==> src/rtl/ir_rx_pkg.sv <==
package ir_rx_pkg;
    localparam int BYTE_W     = 8;
    localparam int CRC_W      = 16;
    localparam int CRC_BYTES  = CRC_W / BYTE_W;
    localparam int HOLD_N     = CRC_BYTES + 1;
    localparam int RUN_STUFF  = 5;
    localparam int RUN_FLAG   = RUN_STUFF + 1;
    localparam int DLY_LEN    = RUN_FLAG + 1;
    localparam logic [CRC_W-1:0] CRC_POLY    = 16'h1021;
    localparam logic [CRC_W-1:0] CRC_PRESET  = 16'hFFFF;
    localparam logic [CRC_W-1:0] CRC_GOOD    = 16'h1D0F;
    localparam logic [BYTE_W-1:0] ADDR_BCAST = 8'hFF;

    typedef enum logic [2:0] {
        ST_HUNT,
        ST_OPEN,
        ST_ADDR,
        ST_BODY,
        ST_SKIP
    } rx_state_e;
endpackage

==> src/rtl/ir_rx_bitproc.sv <==
module ir_rx_bitproc
    import ir_rx_pkg::*;
(
    input  logic clk,
    input  logic rst_n,
    input  logic bit_in,
    input  logic bit_vld,
    output logic d_vld,
    output logic d_bit,
    output logic flag_p,
    output logic abort_p
);
    localparam int RUN_W  = $clog2(RUN_FLAG + 2);
    localparam int FILL_W = $clog2(DLY_LEN + 1);

    logic [RUN_W-1:0]   ones;
    logic [DLY_LEN-1:0] dly;
    logic [FILL_W-1:0]  fill;
    logic               is_stuff;
    logic               is_data;
    logic               dly_full;

    // Run-length decode of the raw line bits.
    always_comb begin
        flag_p   = bit_vld && !bit_in && (ones == RUN_W'(RUN_FLAG));
        is_stuff = bit_vld && !bit_in && (ones == RUN_W'(RUN_STUFF));
        abort_p  = bit_vld &&  bit_in && (ones == RUN_W'(RUN_FLAG));
        is_data  = bit_vld && !flag_p && !is_stuff &&
                   !(bit_in && (ones >= RUN_W'(RUN_FLAG)));
        dly_full = (fill == FILL_W'(DLY_LEN));
        // Bits leave only once they are known not to belong to a flag.
        d_vld    = is_data && dly_full;
        d_bit    = dly[DLY_LEN-1];
    end

    always_ff @(posedge clk or negedge rst_n) begin
        if (!rst_n) begin
            ones <= '0;
            dly  <= '0;
            fill <= '0;
        end else begin
            if (bit_vld) begin
                if (!bit_in)
                    ones <= '0;
                else if (ones <= RUN_W'(RUN_FLAG))
                    ones <= ones + RUN_W'(1);
            end
            if (flag_p || abort_p)
                fill <= '0;
            else if (is_data && !dly_full)
                fill <= fill + FILL_W'(1);
            if (is_data)
                dly <= {dly[DLY_LEN-2:0], bit_in};
        end
    end
endmodule

==> src/rtl/ir_rx_crc.sv <==
module ir_rx_crc
    import ir_rx_pkg::*;
(
    input  logic             clk,
    input  logic             rst_n,
    input  logic             init,
    input  logic             en,
    input  logic             din,
    output logic [CRC_W-1:0] crc
);
    logic fb;

    always_comb fb = crc[CRC_W-1] ^ din;

    always_ff @(posedge clk or negedge rst_n) begin
        if (!rst_n)
            crc <= CRC_PRESET;
        else if (init)
            crc <= CRC_PRESET;
        else if (en)
            crc <= {crc[CRC_W-2:0], 1'b0} ^ (fb ? CRC_POLY : '0);
    end
endmodule

==> src/rtl/ir_frame_rx.sv <==
module ir_frame_rx
    import ir_rx_pkg::*;
(
    input  logic              clk,
    input  logic              rst_n,
    input  logic              bit_in,
    input  logic              bit_vld,
    input  logic [BYTE_W-1:0] station_addr,
    input  logic              match_en,
    output logic              out_vld,
    output logic [BYTE_W-1:0] out_byte,
    output logic              out_eof,
    output logic              out_crc_err,
    output logic              out_abort
);
    localparam int CNT_W = $clog2(BYTE_W);
    localparam int NH_W  = $clog2(HOLD_N + 1);

    rx_state_e         state, state_nx;
    logic              d_vld, d_bit, flag_p, abort_p;
    logic [CRC_W-1:0]  crc;
    logic [BYTE_W-1:0] sh;
    logic [CNT_W-1:0]  cnt;
    logic [BYTE_W-1:0] hold [HOLD_N];
    logic [NH_W-1:0]   nh;
    logic              byte_done;
    logic [BYTE_W-1:0] new_byte;
    logic              addr_ok;
    logic              hold_full;
    logic              in_frame;

    ir_rx_bitproc u_bitproc (
        .clk     (clk),
        .rst_n   (rst_n),
        .bit_in  (bit_in),
        .bit_vld (bit_vld),
        .d_vld   (d_vld),
        .d_bit   (d_bit),
        .flag_p  (flag_p),
        .abort_p (abort_p)
    );

    ir_rx_crc u_crc (
        .clk   (clk),
        .rst_n (rst_n),
        .init  (flag_p || abort_p),
        .en    (d_vld),
        .din   (d_bit),
        .crc   (crc)
    );

    always_comb begin
        byte_done = d_vld && (cnt == CNT_W'(BYTE_W - 1));
        new_byte  = {d_bit, sh[BYTE_W-1:1]};
        addr_ok   = !match_en || (new_byte == station_addr) ||
                    (new_byte == ADDR_BCAST);
        hold_full = (nh == NH_W'(HOLD_N));
        in_frame  = (state == ST_ADDR) || (state == ST_BODY);
    end

    // State register
    always_ff @(posedge clk or negedge rst_n) begin
        if (!rst_n)
            state <= ST_HUNT;
        else
            state <= state_nx;
    end

    // Transitions
    always_comb begin
        state_nx = state;
        unique case (state)
            ST_HUNT: if (flag_p) state_nx = ST_OPEN;
            ST_OPEN: begin
                if (abort_p)     state_nx = ST_HUNT;
                else if (d_vld)  state_nx = ST_ADDR;
            end
            ST_ADDR: begin
                if (abort_p)        state_nx = ST_HUNT;
                else if (flag_p)    state_nx = ST_OPEN;
                else if (byte_done) state_nx = addr_ok ? ST_BODY : ST_SKIP;
            end
            ST_BODY, ST_SKIP: begin
                if (abort_p)     state_nx = ST_HUNT;
                else if (flag_p) state_nx = ST_OPEN;
            end
            default: state_nx = ST_HUNT;
        endcase
    end

    // Byte assembly, holding queue and output records
    always_ff @(posedge clk or negedge rst_n) begin
        if (!rst_n) begin
            sh          <= '0;
            cnt         <= '0;
            nh          <= '0;
            out_vld     <= 1'b0;
            out_byte    <= '0;
            out_eof     <= 1'b0;
            out_crc_err <= 1'b0;
            out_abort   <= 1'b0;
            for (int i = 0; i < HOLD_N; i++) hold[i] <= '0;
        end else begin
            out_vld     <= 1'b0;
            out_byte    <= '0;
            out_eof     <= 1'b0;
            out_crc_err <= 1'b0;
            out_abort   <= 1'b0;

            if (flag_p || abort_p)
                cnt <= '0;
            else if (d_vld) begin
                sh  <= new_byte;
                cnt <= cnt + CNT_W'(1);
            end

            if (state == ST_ADDR && byte_done && addr_ok) begin
                hold[0] <= new_byte;
                nh      <= NH_W'(1);
            end

            if (state == ST_BODY && byte_done) begin
                if (hold_full) begin
                    out_vld  <= 1'b1;
                    out_byte <= hold[0];
                    for (int i = 0; i < HOLD_N - 1; i++) hold[i] <= hold[i+1];
                    hold[HOLD_N-1] <= new_byte;
                end else begin
                    for (int i = 0; i < HOLD_N; i++)
                        if (i == int'(nh)) hold[i] <= new_byte;
                    nh <= nh + NH_W'(1);
                end
            end

            if (in_frame && (abort_p || (flag_p && cnt != '0))) begin
                out_vld   <= 1'b1;
                out_eof   <= 1'b1;
                out_abort <= 1'b1;
            end else if (state == ST_BODY && flag_p && hold_full) begin
                out_vld     <= 1'b1;
                out_byte    <= hold[0];
                out_eof     <= 1'b1;
                out_crc_err <= (crc != CRC_GOOD);
            end

            if (flag_p || abort_p)
                nh <= '0;
        end
    end
endmodule

==> config.mk <==
export PLATFORM = sky130hd
export DESIGN_NAME = ir_frame_rx
export DESIGN_NICKNAME = d
export VERILOG_FILES = /design/src/rtl/ir_rx_pkg.sv /design/src/rtl/ir_rx_bitproc.sv /design/src/rtl/ir_rx_crc.sv /design/src/rtl/ir_frame_rx.sv
export SDC_FILE = /design/constraint.sdc
export NUM_CORES = 1
export LEC_CHECK = 0
export BUFFER_PORTS_ARGS = -buffer_cell sky130_fd_sc_hd__buf_2
export CORE_ASPECT_RATIO = 1.1
export CORE_MARGIN = 1
export CORE_UTILIZATION = 42
export CTS_CLUSTER_DIAMETER = 60
export DETAILED_ROUTE_END_ITERATION = 8
export SYNTH_ARGS = -nofsm -noshare
export SYNTH_HDL_FRONTEND = slang
export SYNTH_SLANG_ARGS = --single-unit
export TNS_END_PERCENT = 100
==> constraint.sdc <==
create_clock -name clk -period 2.2 [get_ports clk]
set_clock_uncertainty 0.1 [all_clocks]
set_input_delay 0.22 -clock clk [delete_from_list [all_inputs] [get_ports clk]]
set_output_delay 0.22 -clock clk [all_outputs]
set_load 0.02 [all_outputs]
==> metrics, run 1 <==
Tot GR Track Use=19.5%; starting DRC count in detailed routing=161; r2r worst-path depth=8; mux cell area share after synthesis=8.35%; Antenna Violating Nets Remaining=0; Tcrit/Tclk final=98.7%; clock sinks=80; Synth Area in Simple Gates=16.4%; IR drop worst, VDD=453 uV; Die Y=104 um; Syn Nets=408; via count=2994; Cell variety after synth=45; Post-synth EDFFs=0; Crit path max-delay family=compound AO/OA/AOI/OAI gates; main combinational cell family by area after synthesis=simple AND/OR/NAND/NOR gates; Warnings, synthesis=0; Worst setup startpoint=u_bitproc.ones[1]; Post-synth top flop=dfrtp_1; number of global-route vias before repair=2925; Synth Area in Compound Gates=14.3%; reg-to-reg setup timing slack=30 ps; initial antenna violation count=0; GRT overflow=0; Max FO, Critical Path=10; Overall Power=4640 uW; #FFs+latches synth=80; DP HPWL=6050 um; CP required=2350 ps; ys async rst share=100%; Port-buffer cells=24; Max-Cap Viols=0; Post-Synth XOR/XNOR Area=2.64%; Root Buffer=clkbuf_8; share of post-route cells with drive strength above 1=29.0%; RR Endpoint=hold[14]; syn_area_per_cell=10.4 um^2; Area Growth Syn to Fin=16.3%; Power Dens Cells=1000 mW/mm^2; clock insertion delay at the later pin of the skew report=350 ps; Multi-input gate area=0.00186 mm^2; most common cell in the netlist=dfrtp_1; Syn Inst Count=382; Hold Crit Start=bit_vld; Longest Clk Path Bufs=2; die area=0.00988 mm^2; Initial Utilization=44.0%; achievable frequency=461 MHz; Slew Viols, Final=0; DR vias/cell=5.45; placed insts=527; Chip Width=94.9 um; status=completed; H-Tree Depth=3; first-pass GRT wire length=14700 um; Placement Rows=36; LEAKAGE=0.00210 uW; max incr delay on CP=440 ps; CTS tree=yes; largest net degree at the start of global routing=48; unrepaired setup endpoints after global routing=true; Startpoint Class=register; drt total wl=8880 um; core region area=0.00905 mm^2; ant diodes=0; CP max-delay cell=dfrtp_1; arrival time worst endpoint=2320 ps; synth top area cells=dfrtp_1 40%, dfstp_2 11%, nor2_1 4.7%; final hold viol count=0; Rel. slew slack=64.6%; fillers=807; final period demand of the worst path=2170 ps; Hold Path End=u_bitproc.ones[2]; Post-Syn Area=0.00399 mm^2; RePlAce Congestion=0.853; hold depth=2; cell taking the most area after synthesis=dfrtp_1; Worst Hold Class=in -> reg; CTS clk-pin slew, worst paths=90 ps; Adder-Cell Fraction of Synth Area=4.08%; post-synth top area share=40.2%; critical path type=reg -> reg; Initial DRT Pass Iterations=5; Buf/Inv on CP=2; NumNets Final=456; register area=0.00202 mm^2; Seq/Total Area, Yosys=50.7%; total CTS buffers=9; Slew @ Worst Pin=530 ps; DRC violations left=0; CP Cell Sequence=inv_2, ha_1, mux2_4, o22ai_4, and3_4, buf_4, o21ai_0, a22o_1; IO Pins=25; # setup viols final=0; Finished Layout Cells=549; worst r2r src=u_bitproc.ones[1]; CP Capture Type=register; hold_ws=120 ps; post-DR wirelength/cell=16.2 um; top cells by count, synth=64 x dfrtp_1, 50 x nor2_1, 36 x nand2_1, 27 x o21ai_0, 16 x dfstp_2
## flip-flops by register name, summed over array words and instances, names as in the netlist
signal          count
u_bitproc.fill      3
out_abort           1
hold               24
u_crc.crc          16
sh                  7
u_bitproc.dly       7
cnt                 3
out_eof             1
out_crc_err         1
u_bitproc.ones      3
out_byte            8
state               3
out_vld             1
nh                  2
## repair_timing
action | 4_1_cts | 5_1_grt
endpoints found under the hold margin | 28 | 0
setup buffers | 0 | 5
hold buffers | 1 | 0
resized for setup | 2 | 12
setup endpoints to repair | 7 | 53
pin swaps | 0 | 3
## worst max-delay path by stage
stage          depth (start not counted)  endpoint  slack [ps]
6_report                               8  hold[14]          30
3_3_place_gp                           8  hold[16]          30
4_1_cts                                8  hold[14]          10
3_5_place_dp                           8  hold[16]         -20
2_1_floorplan                          8   hold[1]         130
5_1_grt                                8  state[2]         -50
## worst register-to-register path, stage by stage, from the launching register on
cell     delay [ps]
dfrtp_1         440
inv_2            60
ha_1            180
mux2_4          290
o22ai_4         210
and3_4          260
buf_4           170
o21ai_0         100
a22o_1          250
## placed cells by master, fill, tap and decap left out, drive strengths merged, types with 2 or more instances in the layout
cell type	instances
a21oi	11
a221o	8
a22oi	7
a41oi	7
and2	9
and3	2
buf	58
clkbuf	10
clkinv	3
clkinvlp	3
dfrtp	64
dfstp	16
ha	13
inv	9
mux2	23
mux2i	4
nand2	36
nand3	4
nand3b	3
nand4	6
nand4b	2
nor2	50
nor2b	10
nor3	6
nor3b	3
nor4	3
o21a	3
o21ai	29
o22ai	10
or4b	2
xor2	11
## layer usage
| metal | GRT usage (%) | wire [um] |
|---|---|---|
| met5 | 0 | 0 |
| met4 | 8.44 | 230 |
| met3 | 4.46 | 356 |
| met2 | 31.2 | 4450 |
| met1 | 24.9 | 3840 |
## layout make-up
cell class / instances / share of cell area [%]
inverter: 9 / 0.729
clock buffer: 10 / 2.75
tap: 114 / 3.08
multi-input combinational: 271 / 40.1
clock inverter: 6 / 0.783
sequential: 80 / 43.6
timing repair buffer: 59 / 8.96
## metrics by stage
step                setup slack, ps  cell area [um^2]  util, %  setup TNS (ps)
floorplan                       131              3990        -               0
global placement               26.7              4380     48.3               0
detailed placement            -24.8              4380     48.3           -88.8
CTS                            11.9              4560     50.3               0
global route                  -54.2              4640     51.2            -160
finish                         28.6              4640     51.2               0
## cell families (layout without fill, tap and decap cells)
| family | Yosys count | count (layout) |
|---|---|---|
| buf+inv | 31 | 84 |
| xor+xnor | 12 | 12 |
| mux | 27 | 27 |
| simple gates | 136 | 136 |
| compound gates | 83 | 83 |
| flops | 80 | 80 |
| fa+ha+maj | 13 | 13 |
## power by group
group	switching (uW)	internal, uW	total, uW
registers	294	1920	2210
clock network	544	402	946
logic	794	691	1480
No activity file was read; power rests on OpenSTA's default activity.
==> run 2: changes to the inputs <==
ABC_AREA = 1   (was default)
==> run 2 against run 1 <==
Net effect:
- global-route usage is 1.6 points lower
- die area rose by 1.7%
- via count increased by 4.8%
- design area rose by 1.3%
- non-clock buffer count down 13
- sequential power shrank 11%
==> metrics, run 2 <==
status=completed; core region area=0.00935 mm^2; post-synth top area share=39.5%; Max-Cap Viols=0; Initial DRT Pass Iterations=4; synth top area cells=dfrtp_1 39%, nand2_1 13%, dfstp_2 10%; Max FO, Critical Path=8; CP Capture Type=register; first-pass GRT wire length=14000 um; Longest Clk Path Bufs=2; Worst Hold Class=in -> reg; CP required=2390 ps; clock sinks=80; initial antenna violation count=0; syn_area_per_cell=8.57 um^2; Slew @ Worst Pin=526 ps; Post-Syn Area=0.00406 mm^2; top flop regs=hold (24), u_crc.crc (16), out_byte (8); commonest non-fill, non-tap cells in the layout=143 x nand2_1, 67 x inv_1, 64 x dfrtp_1; Top reg by flops=hold; worst r2r src=u_bitproc.ones[0]; most common cell in the netlist=nand2_1; CP Cell Sequence=buf_6, ha_2, nand2_1, nor2_2, nor2_4, nand4_4, nor2_8, inv_8, nor2_8, buf_6, nand2_1, nand2_1, inv_1, nand2_1; ant diodes=0; CTS tree=yes; CTS clk-pin slew, worst paths=80 ps; r2r worst-path depth=14; clock insertion delay at the later pin of the skew report=350 ps; Power Dens Cells=862 mW/mm^2; achievable frequency=478 MHz; critical path type=reg -> reg; CP endpoint=hold[22]; Cell variety after synth=36; drt total wl=7950 um; Finished Layout Cells=644; via count=3137; Tot GR Track Use=17.9%; #FFs+latches synth=80; RR Endpoint=hold[22]; starting DRC count in detailed routing=172; final setup margin=110 ps; LEAKAGE=0.00256 uW; post-DR wirelength/cell=12.3 um; hold_ws=83.9 ps; arrival time worst endpoint=2280 ps; Reg power frac=48.6%; Comb pwr share=25.1%; ys async rst share=100%; cell taking the most area after synthesis=dfrtp_1; Rel. slew slack=64.8%; total CTS buffers=9; Seq/Total Area, Yosys=49.9%; Chip Width=95.7 um; Port-buffer cells=24; Clk pwr share=26.3%; Slew Viols, Final=0; number of global-route vias before repair=2984; internal power=2700 uW; IR drop worst, VDD=463 uV; # setup viols final=0; largest net degree at the start of global routing=41; Area Growth Syn to Fin=15.9%; Die Y=105 um; H-Tree Depth=3; reg-to-reg setup timing slack=110 ps; commonest non-fill, non-tap cell in the layout=nand2_1; DP HPWL=5750 um; Syn Inst Count=473; switch share=33.4%; die area=0.0101 mm^2; Worst setup startpoint=u_bitproc.ones[0]; Initial Utilization=43.4%; Post-synth EDFFs=0; placed insts=619; most frequent CP cell=nand2_1; Post-synth top flop=dfrtp_1; Multi-input gate area=0.00174 mm^2; number of flip-flops under the largest register name=24; placed inst area=0.00439 mm^2; max incr delay on CP=420 ps; Placement Rows=37; IO Pins=25; Warnings, synthesis=0; unrepaired setup endpoints after global routing=true; net switching power=1350 uW; GRT overflow=0; register area=0.00202 mm^2; Overall Power=4050 uW; CP max-delay cell=dfrtp_1; final hold viol count=0; Antenna Violating Nets Remaining=0; fillers=891; NumNets Final=548; RePlAce Congestion=0.823; share of post-route cells with drive strength above 1=22.6%; Syn Nets=499; post-route cell area=0.00470 mm^2; Startpoint Class=register; top cells by count, synth=143 x nand2_1, 67 x inv_1, 64 x dfrtp_1, 26 x nand3_1, 25 x o21ai_0; DR vias/cell=4.87; DRC violations left=0; Setup WS pre-CTS=104 ps; Root Buffer=clkbuf_8; Tcrit/Tclk final=95.0%; final period demand of the worst path=2090 ps
[run 2: cell types whose count changed after synthesis, moves of 9 or more]
cell and change:
nand2_1 +107, inv_1 +58, nor2_1 -30, nand3_1 +24
o21ai_2 +18, mux2_2 -10, nor2b_1 -10, and2_1 -9
mux2_4 -9
[run 2: worst min path at each step]
stage | from | endpoint | slack (ps) | cells past startpoint
after floorplan | rst_n | cnt[0] | -180 | 0
after detailed placement | rst_n | u_bitproc.fill[0] | 40 | 1
after CTS | bit_in | u_bitproc.ones[2] | 70 | 3
final | bit_in | u_bitproc.ones[2] | 80 | 3
after global placement | rst_n | u_bitproc.fill[0] | 30 | 1
after global routing | bit_in | u_bitproc.ones[0] | 90 | 3
[run 2: metrics by stage]
step | utilization (%) | TNS (ps)
2_1_floorplan | - | 0
3_3_place_gp | 47.0 | 0
3_5_place_dp | 47.0 | 0
4_1_cts | 49.2 | 0
5_1_grt | 50.2 | -110
6_report | 50.2 | 0
[run 2: power groups by stage]
stage                     sequential, uW  clock, uW  combinational (uW)
after floorplan                     1950          0                 749
after global placement              1980          0                 967
after detailed placement            1990          0                1000
after CTS                           1970       1100                1000
after global routing                2010       1150                1190
final                               1970       1070                1020
[run 2: what timing repair did]
item,in CTS,in global routing
resized for setup,0,12
hold buffers,2,0
buffers inserted,0,6
hold endpoints to repair,61,0
endpoints found under the setup margin,0,32
[run 2: kinds of logic (layout without fill, tap and decap cells)]
logic type / Yosys count / after routing / synth area share [%]
and+or+nand+nor: 211 / 212 / 23.1
buffers and inverters: 82 / 135 / 8.15
DFF: 80 / 80 / 49.9
AOI/OAI and AO/OA: 76 / 76 / 12.2
adders and majority gates: 13 / 13 / 4.01
xor gates and xnor gates: 7 / 7 / 1.51
muxes: 4 / 4 / 1.11
[run 2: cell type report]
cell class	instances	area share (%)
Inverter	73	6.10
Timing Repair Buffer	46	6.66
Multi-Input combinational cell	312	37.1
Sequential cell	80	43.0
Clock inverter	5	1.23
Tap cell	117	3.12
Clock buffer	11	2.80
[run 2: worst max-delay path, delay by kind of cell, from the launching register on]
kind	cells	cell delay [ps]
and+or+nand+nor	9	1000
DFF	1	420
adders and majority gates	1	160
buffers and inverters	4	330
[run 2: metal layers]
| layer | track usage (%) | up-vias | part of all wire, % |
|---|---|---|---|
| li1 | - | 1621 | - |
| met1 | 24.1 | 1451 | 48 |
| met2 | 28.4 | 54 | 48 |
| met3 | 2.98 | 11 | 3.0 |
| met4 | 7.04 | 0 | 1.3 |
| met5 | 0 | - | 0 |
==> run 3: changes to the inputs <==
clock period = 1.8 ns   (was 2.2 ns; I/O delays follow)
==> run 3 against run 2 <==
Net effect:
- non-clock buffer count grew 19
- the run now ends with negative setup slack left
- utilization grew 5.0 points
- sequential share of layout area shrank 3.9 points
- register-to-register slack lost 260 ps
==> metrics, run 3 (synthesized netlist as in run 2, its figures left out) <==
status=finished, violations left; failing checks=negative setup slack; CP Cell Sequence=inv_2, ha_2, nand2_2, nor2_2, nor2_4, nand4_4, nor2_4, buf_12, nand2_8, nand2_4, nand2_2, nand2_2, nand2_1, nand2_1; H-Tree Depth=3; LEAKAGE=0.00271 uW; Die Y=105 um; CP required=1980 ps; CP max-delay cell=dfrtp_1; RR Endpoint=hold[20]; Reg power frac=47.8%; internal power=3300 uW; commonest non-fill, non-tap cell in the layout=nand2_1; fillers=873; # setup viols final=65; starting DRC count in detailed routing=85; CTS clk-pin slew, worst paths=80 ps; number of global-route vias before repair=3230; net switching power=1720 uW; initial antenna violation count=0; unrepaired setup endpoints after global routing=true; final hold viol count=0; CP Capture Type=register; commonest non-fill, non-tap cells in the layout=122 x nand2_1, 64 x inv_1, 64 x dfrtp_1; reg-to-reg setup timing slack=-150 ps; Finished Layout Cells=667; CP endpoint=hold[20]; critical path type=reg -> reg; Startpoint Class=register; Tot GR Track Use=18.9%; max incr delay on CP=430 ps; ant diodes=0; placed inst area=0.00459 mm^2; Max-Cap Viols=0; Initial DRT Pass Iterations=4; Worst setup startpoint=u_bitproc.ones[1]; Initial Utilization=43.4%; Max FO, Critical Path=6; switch share=34.2%; top flop regs=hold (24), u_crc.crc (16), out_byte (8); Power Dens Cells=973 mW/mm^2; Crit path max-delay family=simple AND/OR/NAND/NOR gates; Clk pwr share=23.3%; core region area=0.00935 mm^2; Buf/Inv on CP=2; DR vias/cell=4.87; drt total wl=8600 um; via count=3249; Rel. slew slack=66.4%; first-pass GRT wire length=14700 um; Worst Hold Class=in -> reg; IO Pins=25; Root Buffer=clkbuf_8; share of post-route cells with drive strength above 1=32.9%; Port-buffer cells=24; placed insts=635; most frequent CP cell=nand2_2; arrival time worst endpoint=2140 ps; final setup margin=-151 ps; Slew @ Worst Pin=503 ps; Antenna Violating Nets Remaining=0; GRT overflow=0; Placement Rows=37; Top reg by flops=hold; largest net degree at the start of global routing=53; clock insertion delay at the later pin of the skew report=350 ps; achievable frequency=513 MHz; number of flip-flops under the largest register name=24; post-route cell area=0.00516 mm^2; CTS tree=yes; RePlAce Congestion=0.842; clock sinks=80; final period demand of the worst path=1950 ps; post-DR wirelength/cell=12.9 um; DP HPWL=5790 um; DRC violations left=0; NumNets Final=571; worst r2r src=u_bitproc.ones[1]; Longest Clk Path Bufs=2; CP Depth=14; r2r worst-path depth=14; IR drop worst, VDD=624 uV; Overall Power=5020 uW; Chip Width=95.7 um; Area Growth Syn to Fin=27.3%; Tcrit/Tclk final=108%; Slew Viols, Final=0; total CTS buffers=9; die area=0.0101 mm^2; Comb pwr share=28.9%
[run 3: how the worst min path moves through the flow]
stage,from,endpoint,slack (ps),depth (start not counted)
2_1_floorplan,rst_n,cnt[0],-220,0
3_3_place_gp,rst_n,hold[22],80,2
3_5_place_dp,rst_n,hold[22],90,2
4_1_cts,bit_in,u_bitproc.ones[0],30,3
5_1_grt,bit_in,u_bitproc.ones[0],50,3
6_report,bit_in,u_bitproc.ones[0],50,3
[run 3: routing by layer]
| metal | global-route usage [%] | routed length, um |
|---|---|---|
| met5 | 0 | 0 |
| met1 | 24.5 | 3940 |
| met2 | 30.3 | 4350 |
| met3 | 3.35 | 165 |
| met4 | 8.74 | 136 |
[run 3: worst register-to-register path: cells and delay by family (launching register included)]
| kind | cells | cell delay, ps |
|---|---|---|
| and+or+nand+nor | 11 | 960 |
| adders and majority gates | 1 | 170 |
| buffers and inverters | 2 | 220 |
| DFF | 1 | 430 |
[run 3: layout make-up]
class	instances	area, um^2	area share (%)
clock inverters	3	18.8	0.364
well taps	117	146	2.84
clock buffers	13	149	2.88
inverters	73	289	5.60
repair buffers	65	534	10.3
multi-input cells	316	2000	38.8
flip-flops and latches	80	2020	39.2
[run 3: what timing repair did]
item / CTS / global route
gates resized for setup: 26 / 42
cloned: 5 / 0
buffers inserted: 7 / 2
hold buffers: 2 / 0
hold endpoints to repair: 81 / 0
endpoints found under the setup margin: 62 / 73
pin swaps: 7 / 11
[run 3: power by group through the flow]
stage               clock network [uW]  registers, uW  logic (uW)
global placement                     0           2420        1270
CTS                               1220           2400        1400
detailed placement                   0           2430        1310
finish                            1170           2400        1450
floorplan                            0           2380         921
global route                      1300           2440        1660
[run 3: through the flow]
stage          setup TNS [ps]  hold slack, ps  setup WS (ps)  util, %
4_1_cts                 -5350            34.1           -141     53.3
2_1_floorplan            -644            -216          -55.2        -
6_report                -6120            49.9           -151     55.2
5_1_grt                -11980            48.3           -229     55.2
3_3_place_gp            -2460            82.1           -105     49.0
3_5_place_dp            -4490            86.0           -180     49.0
